### src/rtl/pe_pkg.sv
package pe_pkg;
  // Strobes from the control path to the lane datapath
  typedef struct packed {
    logic boostEn;  // synchronized emphasis enable
    logic ampHigh;  // synchronized swing select
  } peStrobe_t;
endpackage

### src/rtl/pe_ctrl.sv
module pe_ctrl #(
  parameter int SYNC_STAGES = 2
) (
  input  logic              clk,
  input  logic              rstN,
  input  logic              emphEn,
  input  logic              ampSel,
  output pe_pkg::peStrobe_t strobe
);
  localparam int MSB = SYNC_STAGES - 1;

  logic [MSB:0] enChain;
  logic [MSB:0] ampChain;

  // Synchronizer chains for the asynchronous configuration inputs
  always_ff @(posedge clk or negedge rstN) begin
    if (!rstN) begin
      enChain  <= '0;
      ampChain <= '0;
    end else begin
      enChain  <= {enChain[MSB-1:0], emphEn};
      ampChain <= {ampChain[MSB-1:0], ampSel};
    end
  end

  always_comb begin
    strobe.boostEn = enChain[MSB];
    strobe.ampHigh = ampChain[MSB];
  end

  initial begin
    assert (SYNC_STAGES >= 2) else $error("SYNC_STAGES below 2 (R9)");
  end
endmodule

### src/rtl/pe_datapath.sv
module pe_datapath #(
  parameter int NUM_LANES = 2
) (
  input  logic                 clk,
  input  logic                 rstN,
  input  pe_pkg::peStrobe_t    strobe,
  input  logic [NUM_LANES-1:0] bitIn,
  output logic [NUM_LANES-1:0] dataOut,
  output logic [NUM_LANES-1:0] boostOut,
  output logic                 levelOut
);
  logic [NUM_LANES-1:0] dataQ;
  logic [NUM_LANES-1:0] boostQ;
  logic                 levelQ;
  logic                 pastValid;

  // Per-lane bit delay and transition boost; dataQ doubles as the previous bit
  for (genvar lane = 0; lane < NUM_LANES; lane++) begin : g_lane
    always_ff @(posedge clk or negedge rstN) begin
      if (!rstN) begin
        dataQ[lane]  <= 1'b0;
        boostQ[lane] <= 1'b0;
      end else begin
        dataQ[lane]  <= bitIn[lane];
        boostQ[lane] <= strobe.boostEn & (bitIn[lane] ^ dataQ[lane]);
      end
    end
  end

  always_ff @(posedge clk or negedge rstN) begin
    if (!rstN) begin
      levelQ    <= 1'b0;
      pastValid <= 1'b0;
    end else begin
      levelQ    <= strobe.ampHigh;
      pastValid <= 1'b1;
    end
  end

  assign dataOut  = dataQ;
  assign boostOut = boostQ;
  assign levelOut = levelQ;

  // output bit is the input bit one edge earlier
  assert_data_delay_R1: assert property (@(posedge clk) disable iff (!rstN)
    pastValid |-> dataOut == $past(bitIn));

  // with emphasis on, boost marks exactly the lanes whose output bit changed
  assert_change_boost_R2: assert property (@(posedge clk) disable iff (!rstN)
    (pastValid && $past(strobe.boostEn)) |-> boostOut == (dataOut ^ $past(dataOut)));

  // a repeated bit never carries boost
  assert_repeat_no_boost_R3: assert property (@(posedge clk) disable iff (!rstN)
    pastValid |-> (boostOut & ~(dataOut ^ $past(dataOut))) == '0);

  // enable off silences boost on all lanes
  assert_gate_off_R4: assert property (@(posedge clk) disable iff (!rstN)
    (pastValid && !$past(strobe.boostEn)) |-> boostOut == '0);

  // swing code follows the synchronized select one edge later
  assert_level_follow_R7: assert property (@(posedge clk) disable iff (!rstN)
    pastValid |-> levelOut == $past(strobe.ampHigh));
endmodule

### src/rtl/preemph_ctrl.sv
module preemph_ctrl #(
  parameter int NUM_LANES   = 2,
  parameter int SYNC_STAGES = 2
) (
  input  logic                 clk,
  input  logic                 rstN,
  input  logic                 emphEn,
  input  logic                 ampSel,
  input  logic [NUM_LANES-1:0] bitIn,
  output logic [NUM_LANES-1:0] dataOut,
  output logic [NUM_LANES-1:0] boostOut,
  output logic                 levelOut
);
  pe_pkg::peStrobe_t strobe;

  pe_ctrl #(.SYNC_STAGES(SYNC_STAGES)) u_ctrl (
    .clk    (clk),
    .rstN   (rstN),
    .emphEn (emphEn),
    .ampSel (ampSel),
    .strobe (strobe)
  );

  pe_datapath #(.NUM_LANES(NUM_LANES)) u_datapath (
    .clk      (clk),
    .rstN     (rstN),
    .strobe   (strobe),
    .bitIn    (bitIn),
    .dataOut  (dataOut),
    .boostOut (boostOut),
    .levelOut (levelOut)
  );
endmodule

### config.mk
export PLATFORM = sky130hd
export DESIGN_NAME = preemph_ctrl
export DESIGN_NICKNAME = d
export VERILOG_FILES = /design/src/rtl/pe_pkg.sv /design/src/rtl/pe_ctrl.sv /design/src/rtl/pe_datapath.sv /design/src/rtl/preemph_ctrl.sv
export SDC_FILE = /design/constraint.sdc
export NUM_CORES = 1
export LEC_CHECK = 0
export ABC_AREA = 1
export BUFFER_PORTS_ARGS = -buffer_cell sky130_fd_sc_hd__buf_2
export CAP_MARGIN = 20
export CORE_AREA = 8 8 45 47
export DETAILED_ROUTE_END_ITERATION = 8
export DIE_AREA = 0 0 53 55
export PLACE_DENSITY_LB_ADDON = 0.3
export SLEW_MARGIN = 15
export SYNTH_ARGS = -nofsm -noshare
export SYNTH_HDL_FRONTEND = slang
export SYNTH_SLANG_ARGS = --single-unit
### constraint.sdc
create_clock -name clk -period 0.8 [get_ports clk]
set_input_delay 0.04 -clock clk [delete_from_list [all_inputs] [get_ports clk]]
set_output_delay 0.04 -clock clk [all_outputs]
set_load 0.03 [all_outputs]
==> results of run 1 <==
==> per-layer routing <==
layer / vias up / wire, um / GRT usage
met5: - / 0 / 0
met4: 0 / 0 / 0.0129
met3: 0 / 106 / 0.0481
met2: 13 / 252 / 0.0684
met1: 89 / 186 / 0.0374
li1: 93 / - / -
==> layout by cell type, fill, tap and decap left out <==
master / synthesis / routed
dfrtp_1: 9 / 9
dlygate4sd3_1: 0 / 5
buf_2: 0 / 5
buf_6: 0 / 5
nor2_1: 4 / 4
nand2_1: 4 / 4
clkbuf_4: 0 / 3
buf_4: 0 / 2
clkbuf_1: 0 / 1
==> worst max-delay path by stage <==
stage                                      from                      to  cells past startpoint
final                     u_datapath.dataOut[0]              dataOut[0]                      1
after global routing      u_datapath.dataOut[1]              dataOut[1]                      1
after CTS                 u_datapath.dataOut[1]              dataOut[1]                      1
after detailed placement  u_datapath.dataOut[1]  u_datapath.boostOut[1]                      2
after global placement    u_datapath.dataOut[0]  u_datapath.boostOut[0]                      2
after floorplan           u_datapath.dataOut[0]  u_datapath.boostOut[0]                      3
==> cells by family (layout without fill, tap and decap cells) <==
group | Yosys count | in the layout | synth area share
flops | 9 | 9 | 0.882
simple gates | 8 | 8 | 0.118
buf+inv | 0 | 21 | 0
==> worst register-to-register path: cells and delay by family, from the launching register on <==
kind | cells | cell delay, ns
buf+inv | 1 | 0.14
flops | 1 | 0.39
simple gates | 2 | 0.14
==> power groups by stage <==
stage | registers [mW] | clock network (mW) | logic (mW)
2_1_floorplan | 0.527 | 0 | 0.00916
3_3_place_gp | 0.496 | 0 | 0.0778
3_5_place_dp | 0.497 | 0 | 0.0805
4_1_cts | 0.491 | 0.357 | 0.125
5_1_grt | 0.493 | 0.381 | 0.132
6_report | 0.491 | 0.341 | 0.122
==> area by class of cell <==
class | instances | share of cell area
Clock buffer | 4 | 0.0587
Sequential cell | 9 | 0.503
Tap cell | 16 | 0.0447
Multi-Input combinational cell | 8 | 0.0670
Timing Repair Buffer | 17 | 0.327
==> per-stage QoR <==
step | area (sq um) | setup slack [ns] | cells | utilization
after global placement | 325 | 0.175 | 43 | 0.235
after floorplan | 255 | 0.0130 | 17 | -
after global routing | 448 | -0.0531 | 54 | 0.324
after CTS | 448 | -0.0392 | 54 | 0.324
after detailed placement | 325 | 0.152 | 43 | 0.235
final | 448 | -0.0278 | 54 | 0.324
==> registers in the layout, indices dropped and copies added (netlist names) <==
| name | cells |
|---|---|
| u_ctrl.enChain | 2 |
| u_datapath.boostOut | 2 |
| u_datapath.dataOut | 2 |
| u_ctrl.ampChain | 2 |
| u_datapath.levelOut | 1 |
==> what timing repair did <==
| action | 4_1_cts | 5_1_grt |
|---|---|---|
| gates cloned | 0 | 0 |
| gates resized for setup | 10 | 0 |
| hold buffers | 5 | 0 |
| setup buffers | 2 | 0 |
| endpoints found under the hold margin | 13 | 0 |
| endpoints found under the setup margin | 5 | 7 |
==> qor.csv, run 1 <==
metric,value,unit
Syn Nets,23,
DRT iter0 DRCs,2,
leakage,0.222,nW
Clock Latency Late Sink,0.26,ns
CP max FO,2,
worst slew pin tran,0.196,ns
RR Endpoint,u_datapath.boostOut[1],
Ys Warns,0,
status,"finished, violations left",
total global-route track usage,0.0441,
number of global-route vias before repair,232,
fmax,1210,MHz
final slew viol count,0,
area of the multi-input gates,30.0,sq um
cell area power density,2130,mW/mm^2
"IR drop worst, VDD",1.02,mV
Seq pwr share,0.514,
most common cell in the netlist,dfrtp_1,
share of cells above drive strength 1,0.395,
synth top area cells,"dfrtp_1 (88%), nand2_1 (5.9%), nor2_1 (5.9%)",
register area share after synthesis,0.882,
WS Path Type,reg2out,
Int Pwr,0.734,mW
CP cell instances,buf_6,
maxcap violations,0,
Post-synth EDFFs,0,
"Distinct cells, synth",3,
core box area,0.00138,sq mm
NetSw,0.220,mW
largest net degree at the start of global routing,10,
ys async rst share,1.00,
first-pass GRT wire length,917,um
critical path capture point type,output port,
Sw Share,0.231,
max incr delay on CP,0.39,ns
CP Data Required Time,0.76,ns
"CP delay by family, top",flip-flops,
CTS sink cnt,9,
"Power, Total",0.954,mW
CTS tree,done,
post-route ant nets,0,
Area growth syn-to-layout,75.5,%
FP Rows,14,
R2R Setup Slk,0.02,ns
"area leader, netlist",dfrtp_1,
WL final,545,um
Tmin final,0.828,ns
setup_tns,-0.0642,ns
Seq cells post-synth,9,
Worst Clk Skew,0.00254,ns
final setup fails,5,
"Remaining Overflow, GRT",0,
DR pass1 iterations,4,
H-tree levels,1,
FF/Latch Area,225,sq um
initial core utilization,0.184,
WP buf/inv,1,
period utilization,1.03,
"Top FF cell, synth",dfrtp_1,
Antenna diodes,0,
RSZ-0062 raised after global routing,true,
final hold violation count,0,
r2r startpoint,u_datapath.dataOut[1],
antenna violations before repair,0,
Logic pwr share,0.128,
WP data arrival,0.79,ns
Worst-path clk slew,0.06,ns
FILL cells,141,
IO buf count,10,
PnR worst setup slack,-0.0278,ns
post-DP HPWL,385,um
via count,195,
crit start category,flop,
"Slowest-stage cell, CP",dfrtp_1,
Synth top area share,0.882,
Reg2Reg Depth,3,
Clock Tree Buf Depth,2,
gp weighted congestion,0.677,
max_slew headroom,0.869,
chip width,53,um
hold_ws,0.155,ns
Wirelength per Cell,10.1,um
post-synthesis cell area,255,sq um
clk root buf,clkbuf_4,
"Avg Cell Area, Syn",15.0,sq um
Final #Nets,45,
routed vias/inst,3.61,
synth cell count leaders,"dfrtp_1 (9), nand2_1 (4), nor2_1 (4)",
CTS buffer count,3,
failing checks,negative setup slack,
DIE AREA,0.00292,sq mm
residual DRC count,0,
Hold Path Class,in2async,
Ports,11,
power share of the clock group,0.357,
Die Span Y,55,um
Synth Instances,17,
Note: power is estimated with default switching activity, not from simulation.
==> run 2: changes to the inputs <==
--- a/config.mk
+++ b/config.mk
@@ -6,11 +6,11 @@
 export NUM_CORES = 1
 export LEC_CHECK = 0
 export ABC_AREA = 1
-export BUFFER_PORTS_ARGS = -buffer_cell sky130_fd_sc_hd__buf_2
 export CAP_MARGIN = 20
 export CORE_AREA = 8 8 45 47
 export DETAILED_ROUTE_END_ITERATION = 8
 export DIE_AREA = 0 0 53 55
+export DONT_BUFFER_PORTS = 1
 export PLACE_DENSITY_LB_ADDON = 0.3
 export SLEW_MARGIN = 15
 export SYNTH_ARGS = -nofsm -noshare
==> qor.csv, run 2 (synthesized netlist as in run 1, its figures left out) <==
metric,value,unit,change
leakage,0.180,nW,-19%
FP Rows,14,,unchanged
Seq pwr share,0.555,,+0.041
DR pass1 iterations,1,,-3
"Power, Total",0.922,mW,-3.4%
chip width,53,um,unchanged
RR Endpoint,u_datapath.boostOut[0],,
Final Util,0.284,,-0.0398
R2R Setup Slk,-0.02,ns,-0.04 ns
CP cell instances,buf_6,,
setup_tns,-0.0742,ns,-0.00998 ns
PnR worst setup slack,-0.0286,ns,-0.000802 ns
DRT iter0 DRCs,0,,-2
DIE AREA,0.00292,sq mm,unchanged
"CP delay by family, top",flip-flops,,
core box area,0.00138,sq mm,unchanged
Final #Nets,37,,-18%
IO buf count,0,,-10
final slew viol count,0,,unchanged
FF/Latch Area,229,sq um,+1.7%
"most common cell after layout, fill and taps aside",dfrtp_1,,
crit start category,flop,,
RSZ-0062 raised after global routing,true,,
Hold Path Class,in2async,,
CTS sink cnt,9,,unchanged
share of cells above drive strength 1,0.333,,-0.0614
WL final,561,um,+2.9%
NetSw,0.212,mW,-3.7%
"Slowest-stage cell, CP",dfrtp_1,,
number of global-route vias before repair,211,,-9.1%
CP max FO,2,,unchanged
via count,162,,-17%
Worst Clk Skew,0.00367,ns,+0.00113 ns
WP data arrival,0.79,ns,about the same
CP startpoint,u_datapath.dataOut[1],,
residual DRC count,0,,unchanged
clk root buf,clkbuf_4,,
failing checks,negative setup slack,,
power share of the clock group,0.365,,+0.008
max_slew headroom,0.722,,-0.147
Sw Share,0.230,,-0.000798
Clock Latency Late Sink,0.26,ns,about the same
Clock Tree Buf Depth,2,,unchanged
initial core utilization,0.184,,unchanged
WP buf/inv,1,,unchanged
cell area power density,2350,mW/mm^2,+10%
status,"finished, violations left",,
WS Path Type,reg2out,,
Reg2Reg Depth,4,,+1
Area growth syn-to-layout,53.9,%,
"Remaining Overflow, GRT",0,,unchanged
FILL cells,141,,unchanged
maxcap violations,0,,unchanged
first-pass GRT wire length,855,um,-6.8%
Tmin final,0.829,ns,+0.000802 ns
r2r startpoint,u_datapath.dataOut[0],,
max incr delay on CP,0.39,ns,about the same
"IR drop worst, VDD",1.18,mV,+16%
most frequent cells in the layout,"dfrtp_1 (6), dlygate4sd3_1 (5), nor2_1 (4), nand2_1 (4)",,
fmax,1210,MHz,about the same
routed vias/inst,3.52,,-2.5%
antenna violations before repair,0,,unchanged
Die Span Y,55,um,unchanged
gp weighted congestion,0.629,,-7.0%
CTS buffer count,3,,unchanged
final setup fails,3,,-2
critical path capture point type,output port,,
Antenna diodes,0,,unchanged
Int Pwr,0.710,mW,-3.3%
CP Data Required Time,0.76,ns,about the same
post-route ant nets,0,,unchanged
period utilization,1.04,,about the same
Crit path depth,1,,unchanged
total global-route track usage,0.0452,,+0.00105
post-DP HPWL,399,um,+3.7%
CTS tree,done,,
H-tree levels,1,,unchanged
area of the multi-input gates,30.0,sq um,unchanged
Wirelength per Cell,12.2,um,+21%
Logic pwr share,0.079,,-0.049
largest net degree at the start of global routing,10,,unchanged
Worst-path clk slew,0.06,ns,about the same
final hold violation count,0,,unchanged
worst slew pin tran,0.416,ns,+0.219 ns
Ports,11,,unchanged
-- run 2: worst max-delay path by stage --
| stage | to | slack, ns |
|---|---|---|
| global route | dataOut[1] | -0.06 |
| detailed placement | u_datapath.boostOut[0] | 0.12 |
| CTS | dataOut[0] | -0.04 |
| global placement | u_datapath.boostOut[1] | 0.17 |
| floorplan | u_datapath.boostOut[0] | 0.01 |
| finish | dataOut[1] | -0.03 |
-- run 2: worst register-to-register path: stages, from the launching register on --
cell     delay [ns]
dfrtp_1        0.39
buf_4          0.14
nand2_1        0.05
nand2_1        0.06
nor2_1         0.10
-- run 2: repair_timing --
item                                   CTS  global route
resized for setup                        5             0
hold buffers                             5             0
cloned                                   0             0
endpoints found under the hold margin   15             0
setup endpoints to repair                5             4
buffers inserted                         2             0
-- run 2: layout make-up --
cell class | count | share of cell area
multi-input cells | 8 | 0.0764
clock buffers | 4 | 0.0669
repair buffers | 9 | 0.223
well taps | 16 | 0.0510
flip-flops and latches | 9 | 0.583
-- run 2: power by group through the flow --
| stage | sequential (mW) | combinational [mW] | clock (mW) |
|---|---|---|---|
| finish | 0.512 | 0.0732 | 0.337 |
| global route | 0.515 | 0.0785 | 0.377 |
| CTS | 0.513 | 0.0735 | 0.359 |
| detailed placement | 0.520 | 0.0308 | 0 |
| global placement | 0.518 | 0.0291 | 0 |
| floorplan | 0.527 | 0.00916 | 0 |
-- run 2: through the flow --
step / area [sq um] / instances / setup WS [ns] / hold WS [ns]
6_report: 393 / 46 / -0.0286 / 0.151
3_5_place_dp: 290 / 35 / 0.122 / -0.255
3_3_place_gp: 290 / 35 / 0.173 / -0.255
2_1_floorplan: 255 / 17 / 0.0130 / -0.256
5_1_grt: 393 / 46 / -0.0572 / 0.155
4_1_cts: 393 / 46 / -0.0433 / 0.143
-- run 2: routing by layer --
layer | wire length, um | up-vias | track usage
met1 | 190 | 74 | 0.0295
met4 | 0 | 0 | 0.0129
met3 | 112 | 0 | 0.0642
met2 | 258 | 12 | 0.0703
li1 | - | 76 | -
met5 | 0 | - | 0
==> run 3: changes to the inputs <==
--- a/config.mk
+++ b/config.mk
@@ -6,7 +6,6 @@
 export NUM_CORES = 1
 export LEC_CHECK = 0
 export ABC_AREA = 1
-export CAP_MARGIN = 20
 export CORE_AREA = 8 8 45 47
 export DETAILED_ROUTE_END_ITERATION = 8
 export DIE_AREA = 0 0 53 55
==> constraint.sdc (replaced) <==
create_clock -name clk -period 1 [get_ports clk]
set_input_delay 0.05 -clock clk [delete_from_list [all_inputs] [get_ports clk]]
set_output_delay 0.05 -clock clk [all_outputs]
set_load 0.03 [all_outputs]
==> qor.csv, run 3 (synthesized netlist as in run 1, its figures left out) <==
metric,value,unit,change
CP max FO,3,,+1
leakage,0.172,nW,-4.7%
via count,159,,-1.9%
IO buf count,0,,unchanged
initial core utilization,0.184,,unchanged
antenna violations before repair,0,,unchanged
CTS buffer count,3,,unchanged
power share of the clock group,0.369,,+0.004
Antenna diodes,0,,unchanged
Post-DP Area,290,sq um,unchanged
residual DRC count,0,,unchanged
FF/Latch Area,225,sq um,-1.6%
final slew viol count,0,,unchanged
maxcap violations,0,,unchanged
crit start category,flop,,
Clock Tree Buf Depth,2,,unchanged
Ports,11,,unchanged
RR Endpoint,u_datapath.boostOut[0],,
Reg2Reg Depth,3,,-1
Place WS,0.322,ns,+0.200 ns
CTS tree,done,,
most frequent cells in the layout,"dfrtp_1 (9), dlygate4sd3_1 (5), nor2_1 (4), nand2_1 (4), clkbuf_4 (3)",,
area of the multi-input gates,30.0,sq um,unchanged
WS Path Type,reg2out,,
chip width,53,um,unchanged
Die Span Y,55,um,unchanged
Seq pwr share,0.564,,+0.009
"CP delay by family, top",flip-flops,,
"Remaining Overflow, GRT",0,,unchanged
RSZ-0062 raised after global routing,false,,
routed vias/inst,3.61,,+2.6%
design area,367,sq um,-6.7%
Wirelength per Cell,11.8,um,-3.7%
WP data arrival,0.83,ns,+0.04 ns
max incr delay on CP,0.40,ns,about the same
"most common cell after layout, fill and taps aside",dfrtp_1,,
WP buf/inv,1,,unchanged
status,completed,,
worst slew pin tran,0.392,ns,-0.0232 ns
clk root buf,clkbuf_4,,
"Power, Total",0.725,mW,-21%
CTS sink cnt,9,,unchanged
DR pass1 iterations,3,,+2
Final #Nets,35,,-5.4%
CP cell instances,buf_4,,
total global-route track usage,0.0452,,unchanged
Area growth syn-to-layout,43.6,%,
"IR drop worst, VDD",0.934,mV,-21%
FP Rows,14,,unchanged
CP Data Required Time,0.95,ns,+0.19 ns
FILL cells,146,,+3.5%
Logic pwr share,0.067,,-0.012
Tmin final,0.877,ns,
r2r startpoint,u_datapath.dataOut[0],,
"Slowest-stage cell, CP",dfrtp_1,,
DRT iter0 DRCs,2,,+2
Sw Share,0.229,,-0.00136
core box area,0.00138,sq mm,unchanged
final setup fails,0,,-3
Worst-path clk slew,0.06,ns,about the same
post-route ant nets,0,,unchanged
Hold Path Class,in2async,,
Worst Clk Skew,0.00300,ns,-0.000671 ns
Int Pwr,0.559,mW,-21%
Clock Latency Late Sink,0.25,ns,about the same
final hold violation count,0,,unchanged
max_slew headroom,0.738,,+0.0155
number of global-route vias before repair,212,,+0.47%
PnR worst setup slack,0.123,ns,+0.151 ns
cell area power density,1980,mW/mm^2,-16%
WL final,517,um,-7.8%
R2R Setup Slk,0.30,ns,+0.32 ns
share of cells above drive strength 1,0.179,,-0.155
period utilization,0.877,,
first-pass GRT wire length,876,um,+2.5%
"Gates resized, CTS repair",0,,-5
post-DP HPWL,399,um,unchanged
DIE AREA,0.00292,sq mm,unchanged
critical path capture point type,output port,,
NetSw,0.166,mW,-22%
setup_tns,0,ns,+0.0742 ns
gp weighted congestion,0.629,,unchanged
Final Util,0.265,,-0.0190
largest net degree at the start of global routing,10,,unchanged
fmax,1140,MHz,
H-tree levels,1,,unchanged
-- run 3: worst max path at each step --
stage                                  end  cells past startpoint             startpoint
finish                          dataOut[0]                      1  u_datapath.dataOut[0]
global route                    dataOut[1]                      1  u_datapath.dataOut[1]
CTS                             dataOut[0]                      1  u_datapath.dataOut[0]
detailed placement  u_datapath.boostOut[0]                      3  u_datapath.dataOut[0]
global placement    u_datapath.boostOut[1]                      2  u_datapath.dataOut[1]
floorplan           u_datapath.boostOut[0]                      3  u_datapath.dataOut[0]
-- run 3: layout make-up --
class | instances | share of cell area
Clock buffer | 4 | 0.0717
Tap cell | 16 | 0.0546
Sequential cell | 9 | 0.614
Multi-Input combinational cell | 8 | 0.0819
Timing Repair Buffer | 7 | 0.177
-- run 3: what timing repair did --
| item | CTS | global route |
|---|---|---|
| hold buffers | 5 | 0 |
| hold endpoints to repair | 15 | 0 |
| buffers inserted | 0 | 0 |
-- run 3: metrics by stage --
stage | instances | hold WS (ns)
floorplan | 17 | -0.246
global placement | 35 | -0.245
detailed placement | 35 | -0.245
CTS | 44 | 0.149
global route | 44 | 0.159
finish | 44 | 0.153
-- run 3: metal layers --
layer  GRT usage  part of all wire
met1      0.0295              0.33
met5           0                 0
met4      0.0129                 0
met2      0.0703              0.45
met3      0.0642              0.21
-- run 3: power groups by stage --
stage	logic [mW]	clock network, mW	registers, mW
floorplan	0.00733	0	0.421
global route	0.0533	0.301	0.411
global placement	0.0233	0	0.414
CTS	0.0490	0.287	0.409
finish	0.0486	0.268	0.408
detailed placement	0.0247	0	0.416
